===== src/rtl/mmb_pkg.sv =====
// Package: shared encodings for the modular multiplier self-test engine.
// Assumes: nothing; pure type and constant definitions.
package mmb_pkg;

    // Controller phase
    typedef enum logic [1:0] {
        PH_IDLE   = 2'd0,
        PH_SQUARE = 2'd1,
        PH_FOLD   = 2'd2
    } mmb_phase_e;

    // Operand source for the shared multiplier
    typedef enum logic [1:0] {
        SRC_OPERANDS = 2'd0,
        SRC_FEEDBACK = 2'd1,
        SRC_RESPONSE = 2'd2
    } mmb_src_e;

    localparam int unsigned CFG_ADDR_W = 3;

    localparam logic [CFG_ADDR_W-1:0] CFG_MODULUS = 3'd0;
    localparam logic [CFG_ADDR_W-1:0] CFG_SEED    = 3'd1;
    localparam logic [CFG_ADDR_W-1:0] CFG_SIG0    = 3'd2;
    localparam logic [CFG_ADDR_W-1:0] CFG_COUNT   = 3'd3;
    localparam logic [CFG_ADDR_W-1:0] CFG_GOLDEN  = 3'd4;

endpackage


===== src/rtl/mmb_modmul.sv =====
// Module: single-cycle modular multiplier, r = x*y mod p.
// Assumes: combinational, full-width product; a zero modulus yields zero.
module mmb_modmul #(
    parameter int unsigned W = 16
) (
    input  logic [W-1:0] x,
    input  logic [W-1:0] y,
    input  logic [W-1:0] p,
    output logic [W-1:0] r
);
    localparam int unsigned PW = 2 * W;

    logic [PW-1:0] product;
    logic [PW-1:0] remainder;

    // Form the double-width product and reduce it by the modulus
    always_comb begin
        product = {{W{1'b0}}, x} * {{W{1'b0}}, y};
        if (p == '0) begin
            remainder = '0;
        end else begin
            remainder = product % {{W{1'b0}}, p};
        end
        r = remainder[W-1:0];
    end

endmodule


===== src/rtl/mmb_opmux.sv =====
// Module: the two operand selectors in front of the shared multiplier.
// Assumes: src is one of the three mmb_src_e values; others fall back to operands.
module mmb_opmux #(
    parameter int unsigned W = 16
) (
    input  mmb_pkg::mmb_src_e src,
    input  logic [W-1:0]      op_a,
    input  logic [W-1:0]      op_b,
    input  logic [W-1:0]      feedback,
    input  logic [W-1:0]      response,
    input  logic [W-1:0]      signature,
    output logic [W-1:0]      mul_x,
    output logic [W-1:0]      mul_y
);
    import mmb_pkg::*;

    localparam int unsigned LANES = 2;

    logic [W-1:0] lane_norm [LANES];
    logic [W-1:0] lane_fb   [LANES];
    logic [W-1:0] lane_tst  [LANES];
    logic [W-1:0] lane_out  [LANES];

    assign lane_norm[0] = op_a;
    assign lane_norm[1] = op_b;
    assign lane_fb[0]   = feedback;
    assign lane_fb[1]   = feedback;
    assign lane_tst[0]  = response;
    assign lane_tst[1]  = signature;

    for (genvar g = 0; g < LANES; g++) begin : g_lane
        // Pick this lane's operand from the source in use
        always_comb begin
            case (src)
                SRC_FEEDBACK: lane_out[g] = lane_fb[g];
                SRC_RESPONSE: lane_out[g] = lane_tst[g];
                default:      lane_out[g] = lane_norm[g];
            endcase
        end
    end

    assign mul_x = lane_out[0];
    assign mul_y = lane_out[1];

endmodule


===== src/rtl/mmb_cfg_regs.sv =====
// Module: configuration registers and start-time validity check.
// Assumes: writes are single-cycle strobes; writes while busy are dropped.
module mmb_cfg_regs #(
    parameter int unsigned W = 16
) (
    input  logic                          clk,
    input  logic                          rst_n,
    input  logic                          we,
    input  logic [mmb_pkg::CFG_ADDR_W-1:0] addr,
    input  logic [W-1:0]                  data,
    input  logic                          busy,
    output logic [W-1:0]                  modulus,
    output logic [W-1:0]                  seed,
    output logic [W-1:0]                  sig0,
    output logic [W-1:0]                  count,
    output logic [W-1:0]                  golden,
    output logic                          cfg_ok
);
    import mmb_pkg::*;

    localparam logic [W-1:0] MIN_MODULUS = W'(2);

    // Store a configuration write when no test is running
    always_ff @(posedge clk) begin
        if (!rst_n) begin
            modulus <= '0;
            seed    <= '0;
            sig0    <= '0;
            count   <= '0;
            golden  <= '0;
        end else if (we && !busy) begin
            case (addr)
                CFG_MODULUS: modulus <= data;
                CFG_SEED:    seed    <= data;
                CFG_SIG0:    sig0    <= data;
                CFG_COUNT:   count   <= data;
                CFG_GOLDEN:  golden  <= data;
                default:     ;
            endcase
        end
    end

    // Decide whether the stored configuration can run a test
    always_comb begin
        cfg_ok = (modulus >= MIN_MODULUS)
              && (seed != '0) && (seed < modulus)
              && (sig0 != '0) && (sig0 < modulus)
              && (count != '0);
    end

    // configuration cannot move while a test is running
    a_r2_cfg_frozen_when_busy: assert property (@(posedge clk) disable iff (!rst_n)
        busy |=> $stable({modulus, seed, sig0, count, golden}));

endmodule


===== src/rtl/mmb_ctrl.sv =====
// Module: self-test sequencer; alternates square and fold phases and
// keeps the stimulus, signature, count and verdict registers.
// Assumes: cut response is valid combinationally while cut_valid is high;
// configuration is frozen by the register block while busy.
module mmb_ctrl #(
    parameter int unsigned W = 16
) (
    input  logic              clk,
    input  logic              rst_n,
    input  logic              start,
    input  logic              cfg_ok,
    input  logic [W-1:0]      count,
    input  logic [W-1:0]      seed,
    input  logic [W-1:0]      sig0,
    input  logic [W-1:0]      golden,
    input  logic [W-1:0]      product,
    output mmb_pkg::mmb_src_e src,
    output logic [W-1:0]      stim,
    output logic [W-1:0]      signature,
    output logic              cut_valid,
    output logic              busy,
    output logic              done,
    output logic              pass,
    output logic              err
);
    import mmb_pkg::*;

    localparam logic [W-1:0] ONE = W'(1);

    mmb_phase_e   phase;
    logic [W-1:0] folded;
    logic         last_fold;

    assign last_fold = (folded == count - ONE);

    // Sequence the test and update stimulus, signature and verdict
    always_ff @(posedge clk) begin
        if (!rst_n) begin
            phase     <= PH_IDLE;
            stim      <= '0;
            signature <= '0;
            folded    <= '0;
            done      <= 1'b0;
            pass      <= 1'b0;
            err       <= 1'b0;
        end else begin
            case (phase)
                PH_IDLE: begin
                    if (start) begin
                        if (cfg_ok) begin
                            phase     <= PH_SQUARE;
                            stim      <= seed;
                            signature <= sig0;
                            folded    <= '0;
                            done      <= 1'b0;
                            pass      <= 1'b0;
                            err       <= 1'b0;
                        end else begin
                            done <= 1'b1;
                            pass <= 1'b0;
                            err  <= 1'b1;
                        end
                    end
                end
                PH_SQUARE: begin
                    stim  <= product;
                    phase <= PH_FOLD;
                end
                PH_FOLD: begin
                    signature <= product;
                    if (last_fold) begin
                        phase <= PH_IDLE;
                        done  <= 1'b1;
                        pass  <= (product == golden);
                    end else begin
                        folded <= folded + ONE;
                        phase  <= PH_SQUARE;
                    end
                end
                default: phase <= PH_IDLE;
            endcase
        end
    end

    // Map the phase to operand source and status
    always_comb begin
        case (phase)
            PH_SQUARE: src = SRC_FEEDBACK;
            PH_FOLD:   src = SRC_RESPONSE;
            default:   src = SRC_OPERANDS;
        endcase
        busy      = (phase != PH_IDLE);
        cut_valid = (phase == PH_FOLD);
    end

    // folds never happen in two cycles running
    a_r6_fold_alternates: assert property (@(posedge clk) disable iff (!rst_n)
        cut_valid |=> !cut_valid);

    // finished and running are exclusive
    a_r7_done_not_busy: assert property (@(posedge clk) disable iff (!rst_n)
        !(busy && done));

    // the finished flag holds until a new start
    a_r8_done_held: assert property (@(posedge clk) disable iff (!rst_n)
        (done && !start) |=> done);

    // a refused start reports an error and never a pass
    a_r3_refused_start: assert property (@(posedge clk) disable iff (!rst_n)
        (start && !busy && !cfg_ok) |=> (err && done && !pass && !busy));

    // an error never coexists with a pass
    a_r3_err_not_pass: assert property (@(posedge clk) disable iff (!rst_n)
        err |-> !pass);

    // an accepted start begins the run in the next cycle
    a_r6_start_runs: assert property (@(posedge clk) disable iff (!rst_n)
        (start && !busy && cfg_ok) |=> (busy && !cut_valid));

endmodule


===== src/rtl/mmb_bist_engine.sv =====
// Module: top of the modular multiplier self-test engine. One shared
// multiplier serves normal requests, stimulus squaring and signature folding.
// Assumes: circuit under test answers in the same cycle as cut_valid.
module mmb_bist_engine #(
    parameter int unsigned W = 16
) (
    input  logic                          clk,
    input  logic                          rst_n,
    input  logic                          cfg_we,
    input  logic [mmb_pkg::CFG_ADDR_W-1:0] cfg_addr,
    input  logic [W-1:0]                  cfg_data,
    input  logic                          op_valid,
    output logic                          op_ready,
    input  logic [W-1:0]                  op_a,
    input  logic [W-1:0]                  op_b,
    output logic                          res_valid,
    output logic [W-1:0]                  res_data,
    input  logic                          bist_start,
    output logic                          bist_busy,
    output logic                          bist_done,
    output logic                          bist_pass,
    output logic                          bist_err,
    output logic [W-1:0]                  cut_pattern,
    output logic                          cut_valid,
    input  logic [W-1:0]                  cut_response
);
    import mmb_pkg::*;

    logic [W-1:0] modulus;
    logic [W-1:0] seed;
    logic [W-1:0] sig0;
    logic [W-1:0] count;
    logic [W-1:0] golden;
    logic         cfg_ok;
    mmb_src_e     src;
    logic [W-1:0] stim;
    logic [W-1:0] signature;
    logic [W-1:0] mul_x;
    logic [W-1:0] mul_y;
    logic [W-1:0] product;
    logic         accept;

    mmb_cfg_regs #(.W(W)) i_cfg (
        .clk     (clk),
        .rst_n   (rst_n),
        .we      (cfg_we),
        .addr    (cfg_addr),
        .data    (cfg_data),
        .busy    (bist_busy),
        .modulus (modulus),
        .seed    (seed),
        .sig0    (sig0),
        .count   (count),
        .golden  (golden),
        .cfg_ok  (cfg_ok)
    );

    mmb_opmux #(.W(W)) i_mux (
        .src       (src),
        .op_a      (op_a),
        .op_b      (op_b),
        .feedback  (stim),
        .response  (cut_response),
        .signature (signature),
        .mul_x     (mul_x),
        .mul_y     (mul_y)
    );

    mmb_modmul #(.W(W)) i_mul (
        .x (mul_x),
        .y (mul_y),
        .p (modulus),
        .r (product)
    );

    mmb_ctrl #(.W(W)) i_ctrl (
        .clk       (clk),
        .rst_n     (rst_n),
        .start     (bist_start),
        .cfg_ok    (cfg_ok),
        .count     (count),
        .seed      (seed),
        .sig0      (sig0),
        .golden    (golden),
        .product   (product),
        .src       (src),
        .stim      (stim),
        .signature (signature),
        .cut_valid (cut_valid),
        .busy      (bist_busy),
        .done      (bist_done),
        .pass      (bist_pass),
        .err       (bist_err)
    );

    assign op_ready    = !bist_busy;
    assign accept      = op_valid && op_ready;
    assign cut_pattern = stim;

    // Register the result of an accepted normal request
    always_ff @(posedge clk) begin
        if (!rst_n) begin
            res_valid <= 1'b0;
            res_data  <= '0;
        end else begin
            res_valid <= accept;
            if (accept) begin
                res_data <= product;
            end
        end
    end

    // a result only follows an accepted request
    a_r1_result_follows_request: assert property (@(posedge clk) disable iff (!rst_n)
        res_valid |-> $past(op_valid && !bist_busy));

    // every stimulus shown to the circuit under test is reduced
    a_r4_pattern_below_modulus: assert property (@(posedge clk) disable iff (!rst_n)
        cut_valid |-> (cut_pattern < modulus));

endmodule


===== config.mk =====
export PLATFORM = sky130hd
export DESIGN_NAME = mmb_bist_engine
export DESIGN_NICKNAME = d
export VERILOG_FILES = /design/src/rtl/mmb_pkg.sv /design/src/rtl/mmb_modmul.sv /design/src/rtl/mmb_opmux.sv /design/src/rtl/mmb_cfg_regs.sv /design/src/rtl/mmb_ctrl.sv /design/src/rtl/mmb_bist_engine.sv
export SDC_FILE = /design/constraint.sdc
export NUM_CORES = 2
export LEC_CHECK = 0
export ABC_AREA = 1
export BUFFER_PORTS_ARGS = -buffer_cell sky130_fd_sc_hd__buf_2
export CAP_MARGIN = 20
export CORE_UTILIZATION = 60
export CTS_BUF_LIST = sky130_fd_sc_hd__clkbuf_16
export DETAILED_ROUTE_END_ITERATION = 10
export GPL_TIMING_DRIVEN = 0
export PLACE_DENSITY_LB_ADDON = 0.08
export SLEW_MARGIN = 20
export SYNTH_ARGS = -nofsm -noshare
export SYNTH_HDL_FRONTEND = slang
export SYNTH_SLANG_ARGS = --single-unit

===== constraint.sdc =====
create_clock -name clk -period 120.5 [get_ports clk]
set_input_delay 0 -clock clk [delete_from_list [all_inputs] [get_ports clk]]
set_output_delay 0 -clock clk [all_outputs]
set_load 0.01 [all_outputs]

* After elaboration in Yosys (flattened, before gate mapping)
Cells that the tools add are included.
** Word-level totals
- Register bits after elaboration :: 150
- Bits of input ports :: 72
- Output and inout port bits :: 39
- Word-level logic and storage cells :: 88
** Operators by class
- Add/subtract/negate cells :: 2
- $mul :: 1
- Divide/modulo/power cells :: 1
- Order comparisons :: 3
- Eq/ne operators :: 14
- Muxes and demuxes :: 25
- Reduce and logical (&&, ||, !) cells :: 28
** Operators with widths (number)
- $pmux 16 s2 :: 5
- $mux 16 :: 8
- $reduce_bool 16->1 :: 3
- $eq 16x16->1 :: 2
- $lt 16x16->1 :: 2
- $mod 32x16->32 :: 1
- $mul 16x16->32 :: 1
- $add 16x1->16 const B :: 1
- $ge 16x2->1 const B :: 1
- $logic_not 16->1 :: 1
- $sub 16x1->16 const B :: 1
- $reduce_and 2->1 :: 7
- $reduce_and 3->1 :: 3
- $logic_and 1x1->1 :: 7
- $eq 3x2->1 const B :: 2
- $mux 1 :: 6
- $ne 2x2->1 const B :: 3
- $pmux 2 s3 :: 1
- $reduce_bool 2->1 :: 3
- $eq 2x1->1 const B :: 2
- $eq 2x2->1 const B :: 2
- $mux 2 :: 2
- $pmux 1 s2 :: 2
- $pmux 2 s2 :: 1
- other kinds (7) :: 7

* Longest topological paths before layout
- Depth in word-level cells :: 10
- Mapped depth :: 735
- Depth with buffers taken out :: 686

* Cells and area by module
Synthesis repeated with hierarchy kept, for this count alone.
** Unflattened totals
- Cells, all modules :: 6759
- Area, all modules :: 42784.8 µm²
** By module, submodules not included
- mmb_modmul :: times used 1, cells each 5343, area an instance 33776.1 µm², sequential area each 0.0 µm²
- mmb_cfg_regs :: times used 1, cells each 526, area an instance 3746.1 µm², sequential area each 1601.5 µm²
- mmb_ctrl :: times used 1, cells each 590, area an instance 3657.3 µm², sequential area each 1061.0 µm²
- mmb_opmux :: times used 1, cells each 193, area an instance 878.3 µm², sequential area each 0.0 µm²
- mmb_bist_engine :: times used 1, cells each 107, area an instance 726.9 µm², sequential area each 340.3 µm²

* Least setup slack after synthesis
OpenSTA, ideal clock, no wires.
- Kind :: reg-to-reg
- Start point :: reg i_ctrl.phase[0]
- End point :: reg i_ctrl.pass
- Data arrival time :: 95.239 ns
- Data required time :: 120.432 ns
- Slack :: 25.194 ns
- Cell stages (with the launch flop) :: 712
- Path buffers :: 49
- Clock period less this slack :: 95.306 ns
- Path through :: dfxtp_1 > inv_1 > ha_1 > clkbuf_1 > clkbuf_1 > buf_1 > nand3_1 > o21ai_1 > inv_1 > nand2_1 > fa_1 > inv_1 > fa_1 > fa_1 > fa_1 > fa_1 > inv_1 > fa_1 > [676 not listed] > o21bai_1 > a21oi_1 > o21bai_1 > a21oi_1 > o21bai_1 > nand3_1 > nand2_1 > a21oi_1 > o21ai_0 > xnor2_1 > nand2_2 > nand4_1 > nand2_1 > nor2_1 > nand2_1 > nor2_2 > nand3_1 > a21oi_2
** On the way
- Longest elaborated chain between the ends :: 10
- Elaborated cells between the ends (all ways) :: 18
- Those cells by class :: 1 x mul; 1 x div; 7 x eq/ne; 6 x mux; 3 x reduce/logical
** RTL lines
- start: declaration :: RTL line mmb_ctrl.sv:30 : mmb_phase_e phase;
- start signal: assignment :: RTL line mmb_ctrl.sv:39 : phase <= PH_IDLE;
- start signal: assignment :: RTL line mmb_ctrl.sv:51 : phase <= PH_SQUARE;
- start signal: assignment :: RTL line mmb_ctrl.sv:67 : phase <= PH_FOLD;
- $eq 2x2->1 / $eq 2x1->1 (equally long branches) :: RTL line mmb_ctrl.sv:47, mmb_ctrl.sv:87
- $pmux 2 s2 :: RTL line mmb_ctrl.sv:87 : case (phase)
- $eq 2x2->1 / $eq 2x1->1 (equally long branches) :: RTL line mmb_opmux.sv:34 : case (src)
- $pmux 16 s2 :: RTL line mmb_opmux.sv:34
- $mul 16x16->32 :: RTL line mmb_modmul.sv:18 : product = {{W{1'b0}}, x} * {{W{1'b0}}, y};
- $mod 32x16->32 :: RTL line mmb_modmul.sv:22 : remainder = product % {{W{1'b0}}, p};
- $mux 16 :: RTL line mmb_modmul.sv:19 : if (p == '0) begin
- $eq 16x16->1 :: RTL line mmb_ctrl.sv:74 : pass <= (product == golden);
- $mux 1 :: RTL line mmb_ctrl.sv:71 : if (last_fold) begin
- $pmux 1 s2 :: RTL line mmb_ctrl.sv:47 : case (phase)
- end signal: assignment :: RTL line mmb_ctrl.sv:74
- end: declaration :: RTL line mmb_ctrl.sv:23 : output logic pass,
Parallel ways exist; a longest one is shown, timed or not. The select of a mux whose other input is x is not followed.
A chain may end at the register's enable or synchronous reset.

* Final worst setup path
Same ends and word-level chain as after synthesis.

==> key figures <==
Status
  • Run status: finished clean

STA
  • Final slew viol count: 0
  • Fin. Hold Viols: 0
  • Final Critical Period: between 100000 and 150000 ps
  • RSZ-0062 raised after global routing: no
  • Final period utilization: 89.4%
  • Max frequency: between 9 and 10 MHz
  • Clock Skew: 16.3 ps
  • Final Setup Violations: 0
  • Actual slew at the worst max-slew pin: 1080 ps
  • Worst relative slew slack: a little over a quarter
  • Setup TNS: 0 ps

Clock tree
  • Max Root-Sink Buffers: 2
  • Clock root buffer: clkbuf_16
  • Worst-path clk slew: 60 ps
  • Clk_lat worst skew: about 440 ps
  • CTS tree: yes
  • H-Tree Depth: 4
  • Cts bufs inserted: 17
  • CTS sink cnt: 150

Critical path
  • R2R cell count: 705
  • CP Launch Type: flip-flop
  • Largest fanout on the critical path: 19
  • Worst setup EP type: flip-flop
  • Worst Setup EP: i_ctrl.pass
  • R2R Path Start: i_ctrl.phase[0]
  • Worst setup path class: flip-flop to flip-flop
  • R2R Path End: i_ctrl.pass
  • CP required: 120870 ps
  • Critical Path AT: 108060 ps
  • Flop2flop setup slack: 12800 ps
  • CP max stage delay: ~580 ps
  • Slowest-stage cell, CP: fa_1
  • Critical Path Source: i_ctrl.phase[0]

Finish
  • FF+latch area: 3000 um^2
  • Most frequent cells in the layout: nand2_1, inv_1, ha_1
  • P&R area growth vs syn: 7.21%
  • # fillers: 6225
  • Post-layout util: approximately two thirds
  • Multi-input gate area: 32300 um^2
  • Most common cell after layout, fill and taps aside: nand2_1
  • Number of diodes: 0
  • Nets: 7059
  • Share of cells above drive strength 1: between 10% and 20%

Route
  • Drt drc: 0
  • Via Count: 39.3k
  • Total wire length: 110 mm
  • Initial DRT Pass Iterations: 6
  • Avg Vias per Cell: ~5.5
  • ANT nets after route: 0
  • Wire length per cell: 15.4 um
  • Initial DRC Count: 2547

Floorplan
  • Rows: 93
  • Die Ht: 259 um
  • Die Span X: 259 um
  • Initial Util: approximately three fifths
  • Core ar.: approximately 65000 um^2
  • I/O pin cnt: 111
  • Die footprint: 67200 um^2

GRT
  • First-pass GRT wire length: around 180 mm
  • Global route total overflow: 0
  • GRT Total Usage: roughly a third
  • Largest net degree at the start of global routing: 34
  • Initial antenna violation count: 2
  • Vias in the first global route: between 30k and 40k

Synth
  • Synth unique cells: 76
  • Post-Syn Area: 39700 um^2
  • Syn_nets: 6903
  • Async SR Flop Fraction: 0%
  • Number of flops mapped to enable cells by yosys: 0
  • Yosys reg bits: 150
  • Syn avg cell area: 6.51 um^2
  • Mapped Cells: 6099
  • Register area share after synthesis: approximately 7.6%
  • Synth Flop Type: dfxtp_1
  • Number of synthesis warnings: 0

Placement
  • Port bufs: 109
  • Detailed placer's ending HPWL: 91.4 mm
  • RD Place Congestion: 0.981

Flow run
  • Max-Cap Viols: 0

Min path
  • Type of the worst min-delay path: primary input to flip-flop
==> cells by family after synthesis <==
group | share of synthesized area [%]
AND/OR/NAND/NOR | 30.7
buffers and inverters | 11.5
AO/OA/AOI/OAI | 15.5
adder cells (fa/ha/maj) | 26.8
XOR/XNOR | 7.97
flip-flops | 7.57
multiplexers | 0.0536
==> synthesized netlist by cell type, drive strengths merged, types with 10 or more instances <==
library cell	count	share of area, %
a21o	47	0.91
a21oi	422	5.5
buf	31	0.78
clkbuf	109	1.4
clkinv	20	0.20
dfxtp	150	7.6
fa	195	9.8
ha	537	17
inv	958	9.1
nand2	1462	15
nand3	357	5.6
nand3b	20	0.38
nand4	102	1.6
nor2	538	5.9
nor3	57	0.74
nor3b	10	0.19
nor4	18	0.28
o211ai	25	0.47
o21ai	498	6.4
o21bai	47	0.92
o31ai	14	0.26
or2	57	0.90
xnor2	142	3.1
xor2	219	4.8
==> routing by layer <==
metal | routed length, um | vias up | GRT usage [%]
li1 | - | 20139 | -
met1 | 47400 | 17996 | 41.4
met2 | 51200 | 970 | 55.7
met3 | 7430 | 235 | 4.97
met4 | 3620 | 4 | 10.3
met5 | 28 | - | 0
==> layout make-up <==
class	count	share of cell area, %
inverter	978	8.65
clock buffer	17	1.00
timing repair buffer	144	2.35
tap	855	2.51
buffer	134	2.13
sequential	150	7.06
multi-input combinational	4830	75.8
clock inverter	15	0.473
==> how the worst min path moves through the flow <==
stage	start	end	slack, ps	cells after the start
finish	op_valid	res_valid	30	3
CTS	op_valid	res_valid	8	3
global placement	cfg_data[1]	i_cfg.seed[1]	370	3
detailed placement	cfg_data[3]	i_cfg.seed[3]	380	3
floorplan	cfg_data[15]	i_cfg.count[15]	130	2
global route	op_valid	res_valid	20	3
==> what timing repair did <==
item,CTS,global route
hold buffers,18,0
endpoints found under the hold margin,43,0
setup buffers,0,5
resized for setup,0,124
setup endpoints to repair,0,49
==> state kept, by name, summed over array words and instances (netlist names), 2 cells and up <==
register,count
i_cfg.count,16
i_cfg.seed,16
i_ctrl.signature,16
i_ctrl.folded,16
i_cfg.sig0,16
i_ctrl.stim,16
i_ctrl.phase,2
i_cfg.golden,16
res_data,16
i_cfg.modulus,16
==> through the flow <==
stage | hold slack [ps] | worst slack [ps] | area (um^2) | cells
global placement | 373 | 9090 | 41300 | 7063
floorplan | 135 | 25190 | 39700 | 6099
detailed placement | 382 | 7480 | 41600 | 7075
global route | 18.5 | 6.21 | 42600 | 7123
CTS | 8.46 | 7180 | 42400 | 7125
finish | 28.4 | 12800 | 42600 | 7123
==> worst max-delay path: cells and delay by family, from the launching register on <==
| family | cells | cell delay, ps |
|---|---|---|
| buffers and inverters | 178 | 20560 |
| DFF | 1 | 410 |
| AOI/OAI and AO/OA | 249 | 46280 |
| adders and majority gates | 40 | 13840 |
| and+or+nand+nor | 238 | 26200 |
Power is not shown: default switching activity piles up to over one toggle a cycle in this logic, so the estimate is an artifact.
